$ cat config.mk
export PLATFORM = sky130hd
export DESIGN_NAME = sync_combiner
export DESIGN_NICKNAME = d
export VERILOG_FILES = /design/src/rtl/sync_combiner.sv
export SDC_FILE = /design/constraint.sdc
export NUM_CORES = 1
export LEC_CHECK = 0
export BUFFER_PORTS_ARGS = -buffer_cell sky130_fd_sc_hd__buf_2
export CAP_MARGIN = 10
export CORE_ASPECT_RATIO = 0.8
export CORE_MARGIN = 3
export CORE_UTILIZATION = 60
export CTS_BUF_LIST = sky130_fd_sc_hd__clkbuf_4 sky130_fd_sc_hd__clkbuf_8
export DETAILED_ROUTE_END_ITERATION = 6
export HOLD_SLACK_MARGIN = 0.06
export PLACE_DENSITY = 0.81
export REMOVE_ABC_BUFFERS = 1
export SYNTH_ARGS = -nofsm -noshare
export SYNTH_HDL_FRONTEND = slang
export SYNTH_SLANG_ARGS = --single-unit
$ cat constraint.sdc
create_clock -name clk -period 4.5 [get_ports clk]
set_clock_uncertainty 0.1 [all_clocks]
set_input_delay 0.9 -clock clk [delete_from_list [all_inputs] [get_ports clk]]
set_output_delay 0.9 -clock clk [all_outputs]
set_load 0.05 [all_outputs]
$ cat src/rtl/sync_combiner.sv
module sync_combiner #(
  parameter int CW = 15,
  parameter int AW = 3
) (
  input  logic          clk,
  input  logic          rst_n,
  input  logic [CW-1:0] pix_cnt,
  input  logic [CW-1:0] line_cnt,
  input  logic          odd_field,
  input  logic          interlaced,
  input  logic          we,
  input  logic [AW-1:0] addr,
  input  logic [15:0]   wdata,
  output logic [15:0]   rdata,
  output logic          sync_out
);
  localparam int PAD = 16 - CW;

  logic [CW-1:0] p_hs, p_he, p_vs, p_ve;
  logic [CW-1:0] a_hs, a_he, a_vs, a_ve;
  logic [3:0]    p_ctl, a_ctl;

  always_ff @(posedge clk or negedge rst_n) begin
    if (!rst_n) begin
      p_hs <= '0; p_he <= '0; p_vs <= '0; p_ve <= '0;
      p_ctl <= 4'b1000;
    end else if (we) begin
      case (addr)
        AW'(0): p_hs  <= wdata[CW-1:0];
        AW'(1): p_he  <= wdata[CW-1:0];
        AW'(2): p_vs  <= wdata[CW-1:0];
        AW'(3): p_ve  <= wdata[CW-1:0];
        AW'(4): p_ctl <= wdata[3:0];
        default: ;
      endcase
    end
  end

  wire line_head = (pix_cnt == '0);

  always_ff @(posedge clk or negedge rst_n) begin
    if (!rst_n) begin
      a_hs <= '0; a_he <= '0; a_vs <= '0; a_ve <= '0;
      a_ctl <= 4'b1000;
    end else if (line_head) begin
      a_hs <= p_hs; a_he <= p_he; a_vs <= p_vs; a_ve <= p_ve;
      a_ctl <= p_ctl;
    end
  end

  wire [CW-1:0] e_hs  = line_head ? p_hs  : a_hs;
  wire [CW-1:0] e_he  = line_head ? p_he  : a_he;
  wire [CW-1:0] e_vs  = line_head ? p_vs  : a_vs;
  wire [CW-1:0] e_ve  = line_head ? p_ve  : a_ve;
  wire [3:0]    e_ctl = line_head ? p_ctl : a_ctl;

  wire h_on = (pix_cnt >= e_hs) && (pix_cnt < e_he);
  wire v_on = (line_cnt >= e_vs) && (line_cnt < e_ve) && (!interlaced || odd_field);

  logic merged;
  always_comb begin
    if (e_ctl[2])      merged = h_on & v_on;
    else if (e_ctl[1]) merged = h_on | v_on;
    else if (e_ctl[0]) merged = h_on ^ v_on;
    else               merged = 1'b0;
  end

  always_ff @(posedge clk or negedge rst_n) begin
    if (!rst_n) sync_out <= 1'b1;
    else        sync_out <= merged ^ e_ctl[3];
  end

  always_comb begin
    rdata = '0;
    case (addr)
      AW'(0): rdata = {{PAD{1'b0}}, p_hs};
      AW'(1): rdata = {{PAD{1'b0}}, p_he};
      AW'(2): rdata = {{PAD{1'b0}}, p_vs};
      AW'(3): rdata = {{PAD{1'b0}}, p_ve};
      AW'(4): rdata = {12'h000, p_ctl};
      default: rdata = '0;
    endcase
  end
endmodule


-- Word-level counts from Yosys, hierarchy flattened
Cells that the tools add are included.
- register bits: 129
- bits of input ports: 54
- word-level logic and storage cells: 44
- output and inout bits: 17
- bitwise operators: 4
- equal/unequal tests: 4
- multiplexer cells: 9
- order comparisons: 4
- reductions and logical operators: 12
- operators with widths (cell ; number):
    15-bit case mux with 5 select lines ; 1
    15-bit two-way mux ; 4
    15-bit greater-or-equal comparator ; 2
    15-bit less-than comparator ; 2
    15-bit logical NOT ; 1
    2-bit AND reduction ; 5
    3-bit by 2-bit == test with 1-bit output, second input constant ; 2
    4-bit two-way mux ; 1
    3-bit by 1-bit == test with 1-bit output, second input constant ; 1
    3-bit == test, second input constant ; 1
    1-bit logical AND ; 3
    3-bit logical NOT ; 1
    1-bit two-way mux ; 3
    1-bit XOR ; 2
    1-bit bitwise AND ; 1
    1-bit logical NOT ; 1
    1-bit logical OR ; 1
    1-bit bitwise OR ; 1

-- Depth between registers and ports, before layout
Gate-level depths: netlist of the first run.
- word-level depth: 10
- depth in mapped cells: 19
- depth with buffers taken out: 17

-- Least setup slack after synthesis of the first run
Ideal clock, no wire load.
- kind: input to register
- start point: input pix_cnt[4]
- end point: register sync_out
- buffers on the path: 3
- library setup time: 0.075 ns
- cell stages on the path: 18
- required time: 4.325 ns
- path slack: 0.117 ns
- arrival: 4.208 ns
- path through: nor4_1 -> nand4_1 -> buf_2 -> buf_2 -> buf_2 -> mux2i_1 -> ha_1 -> o21ai_0 -> nand2b_1 -> a21oi_1 -> a2111oi_0 -> o21ai_0 -> a311oi_1 -> ha_1 -> and4b_2 -> a211o_1 -> mux2i_1 -> xnor2_1
- cells in the longest elaborated chain, start to end: 10
- elaborated cells on any way between the ends: 20
- classes of those cells: order compare: 4; mux: 8; bitwise: 4; reduce/logical: 4
- ends and longest elaborated chain (item ; line ; text):
    start, declared ; 7 ; input logic [CW-1:0] pix_cnt,
    15-bit logical NOT ; 39 ; wire line_head = (pix_cnt == '0);
    15-bit two-way mux ; n/a ;
    15-bit greater-or-equal comparator / 15-bit less-than comparator (equally long branches) ; 58 ; wire v_on = (line_cnt >= e_vs) && (line_cnt < e_ve) && (!interlaced || odd_field);
    1-bit logical AND (2 in series) ; 58 ;
    1-bit XOR ; 64 ; else if (e_ctl[0]) merged = h_on ^ v_on;
    1-bit two-way mux ; 64 ;
    1-bit two-way mux ; 63 ; else if (e_ctl[1]) merged = h_on | v_on;
    1-bit two-way mux ; 62 ; if (e_ctl[2]) merged = h_on & v_on;
    1-bit XOR (*) ; 70 ; else sync_out <= merged ^ e_ctl[3];
    end signal, assigned ; 70 ;
    end, declared ; 15 ; output logic sync_out
Every way passes the cells marked *; elsewhere a longest branch is shown, timed or not.
A chain may end at the register's enable or synchronous reset.

-- Final worst setup path of the first run
Ends and elaborated chain as after synthesis.

==> impl_metrics.csv, run 1 <==
group,metric,value,unit
outcome,status,"finished with violations",
outcome,violations,"negative setup slack",
cells_and_area,seqCellArea,3230,um2
setup_path,crit_path_max_incr_delay,420,ps
yosys,synth_top_family_by_area,"multiplexers",
cts,cts_tree,"yes",
drt,dr.first_iter.drc_count,258,
yosys,synth_fa_ha_area_frac,0.110,
cts,clkTransAtPathRegs,70,ps
global_route,grt_pass1_wl,26.5,mm
cts,clock_latency,450,ps
global_route,overflow,0,
sta,holdWs,396,ps
global_route,grt_max_degree,74,
place,io_buffers,68,
sta,slew_headroom,0.315,
place,placed_cell_area,7580,um2
setup_path,cp_slowest_cell,"a211oi_1",
global_route,use_met1,0.350,
setup_path,critPathCaptureType,"register",
cells_and_area,n_antenna_cell,0,
die,rows,34,
drt,detail-route-antenna-nets,0,
setup_path,path_cells,"buf_2 -> nor4_2 -> nand4_1 -> buf_4 -> buf_12 -> buf_12 -> mux2i_1 -> ha_1 -> a21o_1 -> a211oi_1 -> buf_4 -> nand2_1 -> o21ai_2 -> a311oi_2 -> ha_1 -> and4b_2 -> a211o_1 -> mux2i_2 -> xnor2_1",
drt,avgViaCountPerCell,5.87,
yosys,yosys_register_bits,129,
setup_path,critPathLaunch,"pix_cnt[4]",
global_route,grt-busiest-layer,"met2",
sta,drv_slew,0,
global_route,grt_pass1_vias,5177,
power,power_leakage,4.59,nW
yosys,syn_avg_cell_area,12.4,um2
power,total_power,3.10,mW
cells_and_area,nets,790,
sta,timing.final.ws_setup,-54.2,ps
sta,worstMarginPinSlew,1030,ps
yosys,synth_cell_types,42,
global_route,grt_use_met3,0.0633,
die,die_x,125,um
cts,cts_buffers,17,
yosys,synthCells,547,
cts,clock_sinks,129,
drt,wl,17.2,mm
hold_path,min_path_type,"register to register",
setup_path,crit_type,"input pin to register",
sta,fmax,220,MHz
yosys,synth-xor-area-share,0.00129,
power,vdd_drop_max,277,uV
sta,final_hold_viol_count,0,
die,io_pins,71,
setup_path,cp-start-kind,"input pin",
cts,ctsHtreeMaxLevel,4,
setup_path,cp.required,4760,ps
drt,drc,0,
power,cellPowerDensity,364,nW/um2
yosys,synth_simple_gate_area_share,0.0553,
yosys,syn_area,6810,um2
setup_path,r2r-start,"p_he[12]",
job,maxCapViolCount,0,
cells_and_area,multiInputGateArea,3470,um2
hold_path,hold_path.startpoint,"a_he[13]",
global_route,grt_use_total,0.271,
cells_and_area,fillers,690,
global_route,antenna_found_initial,0,
yosys,yosysSeqAreaShare,0.475,
die,dieHeight,101,um
yosys,synthMuxAreaShare,0.247,
global_route,met2_usage,0.450,
die,dieArea,12700,um2
yosys,async_flop_share,1.00,
cells_and_area,drive_gt1_frac,0.424,
sta,period_share,1.01,
place,dp_hpwl,11.3,mm
sta,period_minus_slack,4550,ps
cts,cts.path.max_buffers,2,
setup_path,path_max_fanout,8,
die,coreArea,11000,um2
yosys,synth-edff-count,0,
drt,num_vias,4891,
yosys,synth_compound_area_frac,0.0623,
cells_and_area,syn2layout_area_growth,25.0,%
place,globalplace.congestion,0.906,
cts,cts_root_buf,"clkbuf_8",
drt,drtPass1Iterations,5,
yosys,yosys_warnings,0,
sta,setup_viol,1,
setup_path,worstPathArrival,4820,ps
drt,post_drt_wl_per_cell,20.7,um
die,start_util,0.620,
cells_and_area,final_area,8510,um2
yosys,ys.flop_type,"dfrtp_1",
==> metal layers <==
layer | wire (um) | share of wire
met1 | 7520 | 0.44
met4 | 479 | 0.028
met5 | 0 | 0
met3 | 876 | 0.051
met2 | 8330 | 0.48
==> state kept, by name, summed over array words and instances (netlist names) <==
register and cells:
p_vs 15, p_he 15, sync_out 1, a_vs 15, p_ve 15, a_he 15, a_hs 15, a_ctl 4
p_ctl 4, a_ve 15, p_hs 15
==> layout by cell type, fill, tap and decap left out, types with 8 or more instances in the layout <==
master    count
a21o_1       12
a21oi_1      13
buf_2        66
buf_4        56
clkbuf_8     19
dfrtp_1     126
ha_1         57
inv_1        60
mux2_2       83
mux2i_1      39
mux4_2       11
nand2_1       8
nand4_1      11
nor2_1        9
nor2b_1      17
==> cells by family (layout without fill, tap and decap cells) <==
| group | count (synthesis) | count (layout) |
|---|---|---|
| XOR/XNOR | 1 | 1 |
| AO/OA/AOI/OAI | 63 | 63 |
| flip-flops | 129 | 129 |
| adder cells (fa/ha/maj) | 60 | 60 |
| buffers and inverters | 82 | 224 |
| other | 1 | 1 |
| multiplexers | 144 | 144 |
| AND/OR/NAND/NOR | 67 | 67 |
==> report_power, final <==
part	internal, mW	switching (mW)	total, mW
clock network	0.698	0.474	1.17
registers	1.29	0.118	1.41
logic	0.258	0.265	0.523
==> critical path, delay by kind of cell <==
family,cells,cell delay (ps)
simple gates,4,770
compound gates,5,1090
mux,2,500
xor+xnor,1,160
fa+ha+maj,2,620
buf+inv,5,780
==> area by class of cell <==
class	instances	share of cell area
inverters	60	0.0265
clock inverters	12	0.0241
multi-input cells	336	0.407
repair buffers	132	0.110
flip-flops and latches	129	0.380
well taps	144	0.0212
clock buffers	20	0.0316
==> repair_timing <==
action / 4_1_cts / 5_1_grt
cloned: 0 / 2
hold buffers: 0 / 0
buffers inserted: 1 / 14
endpoints found under the setup margin: 1 / 1
pin swaps: 3 / 20
gates resized for setup: 15 / 38
==> final timing paths <==
check,end,slack [ps],depth (start not counted)
setup / recovery,sync_out,-50,19
hold / removal,a_he[13],400,2
setup reg to reg,sync_out,1090,13
hold reg to reg,a_he[13],400,2
max in group asynchronous,a_he[11],2900,2
min in group asynchronous,p_vs[4],480,1
==> cells in the mapped netlist, drive strengths merged (3+ instances only) <==
| cell type | count | area, um2 |
|---|---|---|
| nor2 | 10 | 37.5 |
| nor4 | 3 | 18.8 |
| mux2 | 84 | 946 |
| nand2b | 4 | 25.0 |
| ha | 60 | 751 |
| a211oi | 5 | 37.5 |
| clkbuf | 6 | 22.5 |
| nand4 | 11 | 68.8 |
| dfrtp | 126 | 3150 |
| a21o | 12 | 90.1 |
| mux2i | 49 | 490 |
| a22oi | 7 | 52.6 |
| nand3 | 3 | 15.0 |
| mux4 | 11 | 248 |
| nor2b | 17 | 106 |
| inv | 60 | 225 |
| o22ai | 4 | 25.0 |
| nand2 | 8 | 30.0 |
| a21oi | 16 | 80.1 |
| buf | 16 | 81.3 |
| o21ai | 7 | 35.0 |
| dfstp | 3 | 78.8 |
==> metrics by stage <==
stage | worst slack (ps) | setup TNS [ps] | std cells | utilization
after floorplan | -2590 | -19760 | 525 | -
after global placement | -479 | -479 | 784 | 0.691
after detailed placement | -626 | -626 | 784 | 0.691
after CTS | 9.66 | 0 | 817 | 0.740
after global routing | -107 | -107 | 833 | 0.776
final | -54.2 | -54.2 | 833 | 0.776
No activity file was read; power rests on OpenSTA's default activity.
==> inputs of run 2 (changes only) <==
--- a/config.mk
+++ b/config.mk
@@ -7,2 +7,3 @@
 export LEC_CHECK = 0
+export ABC_AREA = 1
 export BUFFER_PORTS_ARGS = -buffer_cell sky130_fd_sc_hd__buf_2
==> constraint.sdc (replaced) <==
create_clock -name clk -period 4.5 [get_ports clk]
set_clock_uncertainty 0.1 [all_clocks]
set_input_delay 0.225 -clock clk [delete_from_list [all_inputs] [get_ports clk]]
set_output_delay 0.225 -clock clk [all_outputs]
set_load 0.05 [all_outputs]
==> run 2 against run 1 <==
Compared with the run above: flip-flop and latch count unchanged; non-clock buffer count decreased by 41; the flow now finishes without violations; via count increased by 17%; wire length decreased by 7.2%; maximum frequency increased by 42%; sequential power about the same; cell area decreased by 3.5%; clock power about the same; worst hold slack got worse by 290 ps.
==> impl_metrics.csv, run 2 <==
group,metric,value,unit
outcome,status,"finished clean",
sta,rsz0062_at_grt,"no",
drt,drc,0,
yosys,syn_avg_cell_area,8.30,um2
setup_path,cp-start-kind,"input pin",
power,p_int,2.11,mW
yosys,synth_area_leaders,"dfrtp_1 (44%), nand2_1 (11%), ha_1 (11%)",
cts,cts_setup_buffers,0,
drt,detail-route-antenna-nets,0,
yosys,synth_simple_gate_area_share,0.159,
yosys,yosys_warnings,0,
yosys,yosys_register_bits,129,
sta,period_minus_slack,3220,ps
job,maxCapViolCount,0,
setup_path,r2r_cells,19,
die,start_util,0.634,
setup_path,cp_slowest_cell,"buf_4",
cells_and_area,final_common_cell,"nand2_1",
cts,cts_buffers,17,
cells_and_area,syn2layout_area_growth,15.3,%
cts,cts_resized,0,
global_route,grt_max_degree,60,
hold_path,min_path_type,"input pin to register",
die,die_x,128,um
cts,clock_sinks,129,
setup_path,path_max_fanout,35,
cts,clkTransAtPathRegs,80,ps
yosys,synth_most_common_cell,"nand2_1",
place,io_buffers,68,
sta,period_share,0.715,
yosys,synth-xor-area-share,0,
drt,num_vias,5705,
cells_and_area,nets,1052,
global_route,grt_pass1_wl,26.7,mm
setup_path,path_common_cell,"nand2_1",
die,dieHeight,103,um
die,io_pins,71,
power,cellPowerDensity,358,nW/um2
yosys,yosysSeqAreaShare,0.454,
die,coreArea,11200,um2
yosys,ys.flop_type,"dfrtp_1",
cells_and_area,seqCellArea,3230,um2
power,power_leakage,4.33,nW
yosys,synth_fa_ha_area_frac,0.105,
cells_and_area,drive_gt1_frac,0.178,
cts,cts.path.max_buffers,2,
global_route,overflow,0,
power,pwr-share-clk,0.398,
setup_path,crit_path_max_incr_delay,330,ps
yosys,synth_cell_types,37,
power,vdd_drop_max,194,uV
sta,slew_headroom,0.429,
setup_path,critPathCaptureType,"register",
drt,post_drt_wl_per_cell,14.6,um
global_route,antenna_found_initial,0,
power,combPwrFrac,0.127,
yosys,synth_top_area_share,0.443,
yosys,synth_top_family_by_area,"compound AO/OA/AOI/OAI gates",
cts,ctsHtreeMaxLevel,4,
power,seq_power_share,0.476,
sta,drv_slew,0,
drt,dr.first_iter.drc_count,460,
sta,fin_setup_tns,0,ps
global_route,grt_use_total,0.260,
yosys,synthMuxAreaShare,0.00158,
sta,worstMarginPinSlew,855,ps
cells_and_area,fillers,876,
setup_path,worstPathArrival,3500,ps
setup_path,cp.required,4780,ps
yosys,synth_compound_area_frac,0.172,
cells_and_area,mostFrequentLayoutCells,"nand2_1 (214), inv_1 (167), dfrtp_1 (126)",
drt,avgViaCountPerCell,5.21,
cts,cts_root_buf,"clkbuf_8",
place,dp_hpwl,11.7,mm
setup_path,crit_type,"input pin to register",
global_route,grt_pass1_vias,5424,
yosys,synthCells,858,
yosys,syn_area,7120,um2
yosys,async_flop_share,1.00,
cells_and_area,utilization,0.731,
drt,drtPass1Iterations,6,
sta,holdWs,102,ps
cts,clock_latency,440,ps
yosys,synth_commonest_cells,"nand2_1 (214), inv_1 (167), dfrtp_1 (126)",
power,p_sw_frac,0.280,
cts,cts_tree,"yes",
place,globalplace.congestion,1.04,
yosys,synth-edff-count,0,
hold_path,min_path_cells,3,
die,rows,34,
yosys,yosys.area.top_type,"dfrtp_1",
cells_and_area,multiInputGateArea,3130,um2
sta,final_hold_viol_count,0,
sta,setup_viol,0,
die,dieArea,13200,um2
power,netSwitchingPower,822,uW
cells_and_area,n_antenna_cell,0,
drt,wl,16.0,mm
sta,fmax,311,MHz
run 2: cell types whose count changed in the layout (fill, tap and decap cells not counted), moves of 49 or more:
cell / change
buf_4: -49
inv_1: +107
mux2_2: -82
nand2_1: +206
o21ai_0: +74
o21ai_2: +49
run 2: layout make-up:
cell class | instances | area share
repair buffers | 91 | 0.0692
clock buffers | 22 | 0.0361
multi-input cells | 532 | 0.381
well taps | 144 | 0.0219
flip-flops and latches | 129 | 0.394
inverters | 167 | 0.0763
clock inverters | 10 | 0.0219
run 2: kinds of logic (layout without fill, tap and decap cells):
family / Yosys count / after routing
adder cells (fa/ha/maj): 60 / 60
flip-flops: 129 / 129
other: 1 / 1
buffers and inverters: 197 / 290
AND/OR/NAND/NOR: 280 / 280
AO/OA/AOI/OAI: 190 / 190
multiplexers: 1 / 1
run 2: path summary, 6_finish.rpt:
path | startpoint | to | slack [ps]
worst max-delay path | pix_cnt[8] | sync_out | 1280
worst min-delay path | we | p_ctl[3] | 100
worst max register to register | p_vs[10] | sync_out | 1850
worst min register to register | a_vs[12] | a_vs[12] | 370
max in group asynchronous | rst_n | p_hs[9] | 3020
min in group asynchronous | rst_n | a_ve[1] | 280
run 2: per-layer routing:
| metal | vias up | wire [um] | GRT usage |
|---|---|---|---|
| met3 | 26 | 961 | 0.0462 |
| met2 | 177 | 6920 | 0.398 |
| met1 | 2605 | 7770 | 0.377 |
| met5 | - | 0 | 0 |
| li1 | 2897 | - | - |
| met4 | 0 | 308 | 0.0922 |
run 2: what timing repair did:
item,in CTS,in global routing
endpoints found under the setup margin,0,0
hold buffers,16,0
hold endpoints to repair,116,0
run 2: critical path: cells and delay by family:
family | cells | cell delay [ps]
AO/OA/AOI/OAI | 3 | 310
adder cells (fa/ha/maj) | 2 | 540
buffers and inverters | 4 | 560
AND/OR/NAND/NOR | 17 | 1860
run 2: through the flow:
| stage | worst slack, ps | std cells | power (mW) | cell area [um2] |
|---|---|---|---|---|
| after global routing | 955 | 1095 | 3.06 | 8210 |
| after CTS | 1320 | 1095 | 2.94 | 8210 |
| after floorplan | 496 | 828 | 1.60 | 6980 |
| final | 1280 | 1095 | 2.94 | 8210 |
| after global placement | 881 | 1047 | 1.75 | 7580 |
| after detailed placement | 870 | 1047 | 1.77 | 7580 |
run 2: power by group through the flow:
| stage | Clock [mW] | Sequential (mW) | Combinational (mW) |
|---|---|---|---|
| after CTS | 1.18 | 1.39 | 0.372 |
| after floorplan | 0 | 1.37 | 0.236 |
| after global routing | 1.23 | 1.41 | 0.421 |
| after global placement | 0 | 1.41 | 0.345 |
| after detailed placement | 0 | 1.41 | 0.357 |
| final | 1.17 | 1.40 | 0.372 |
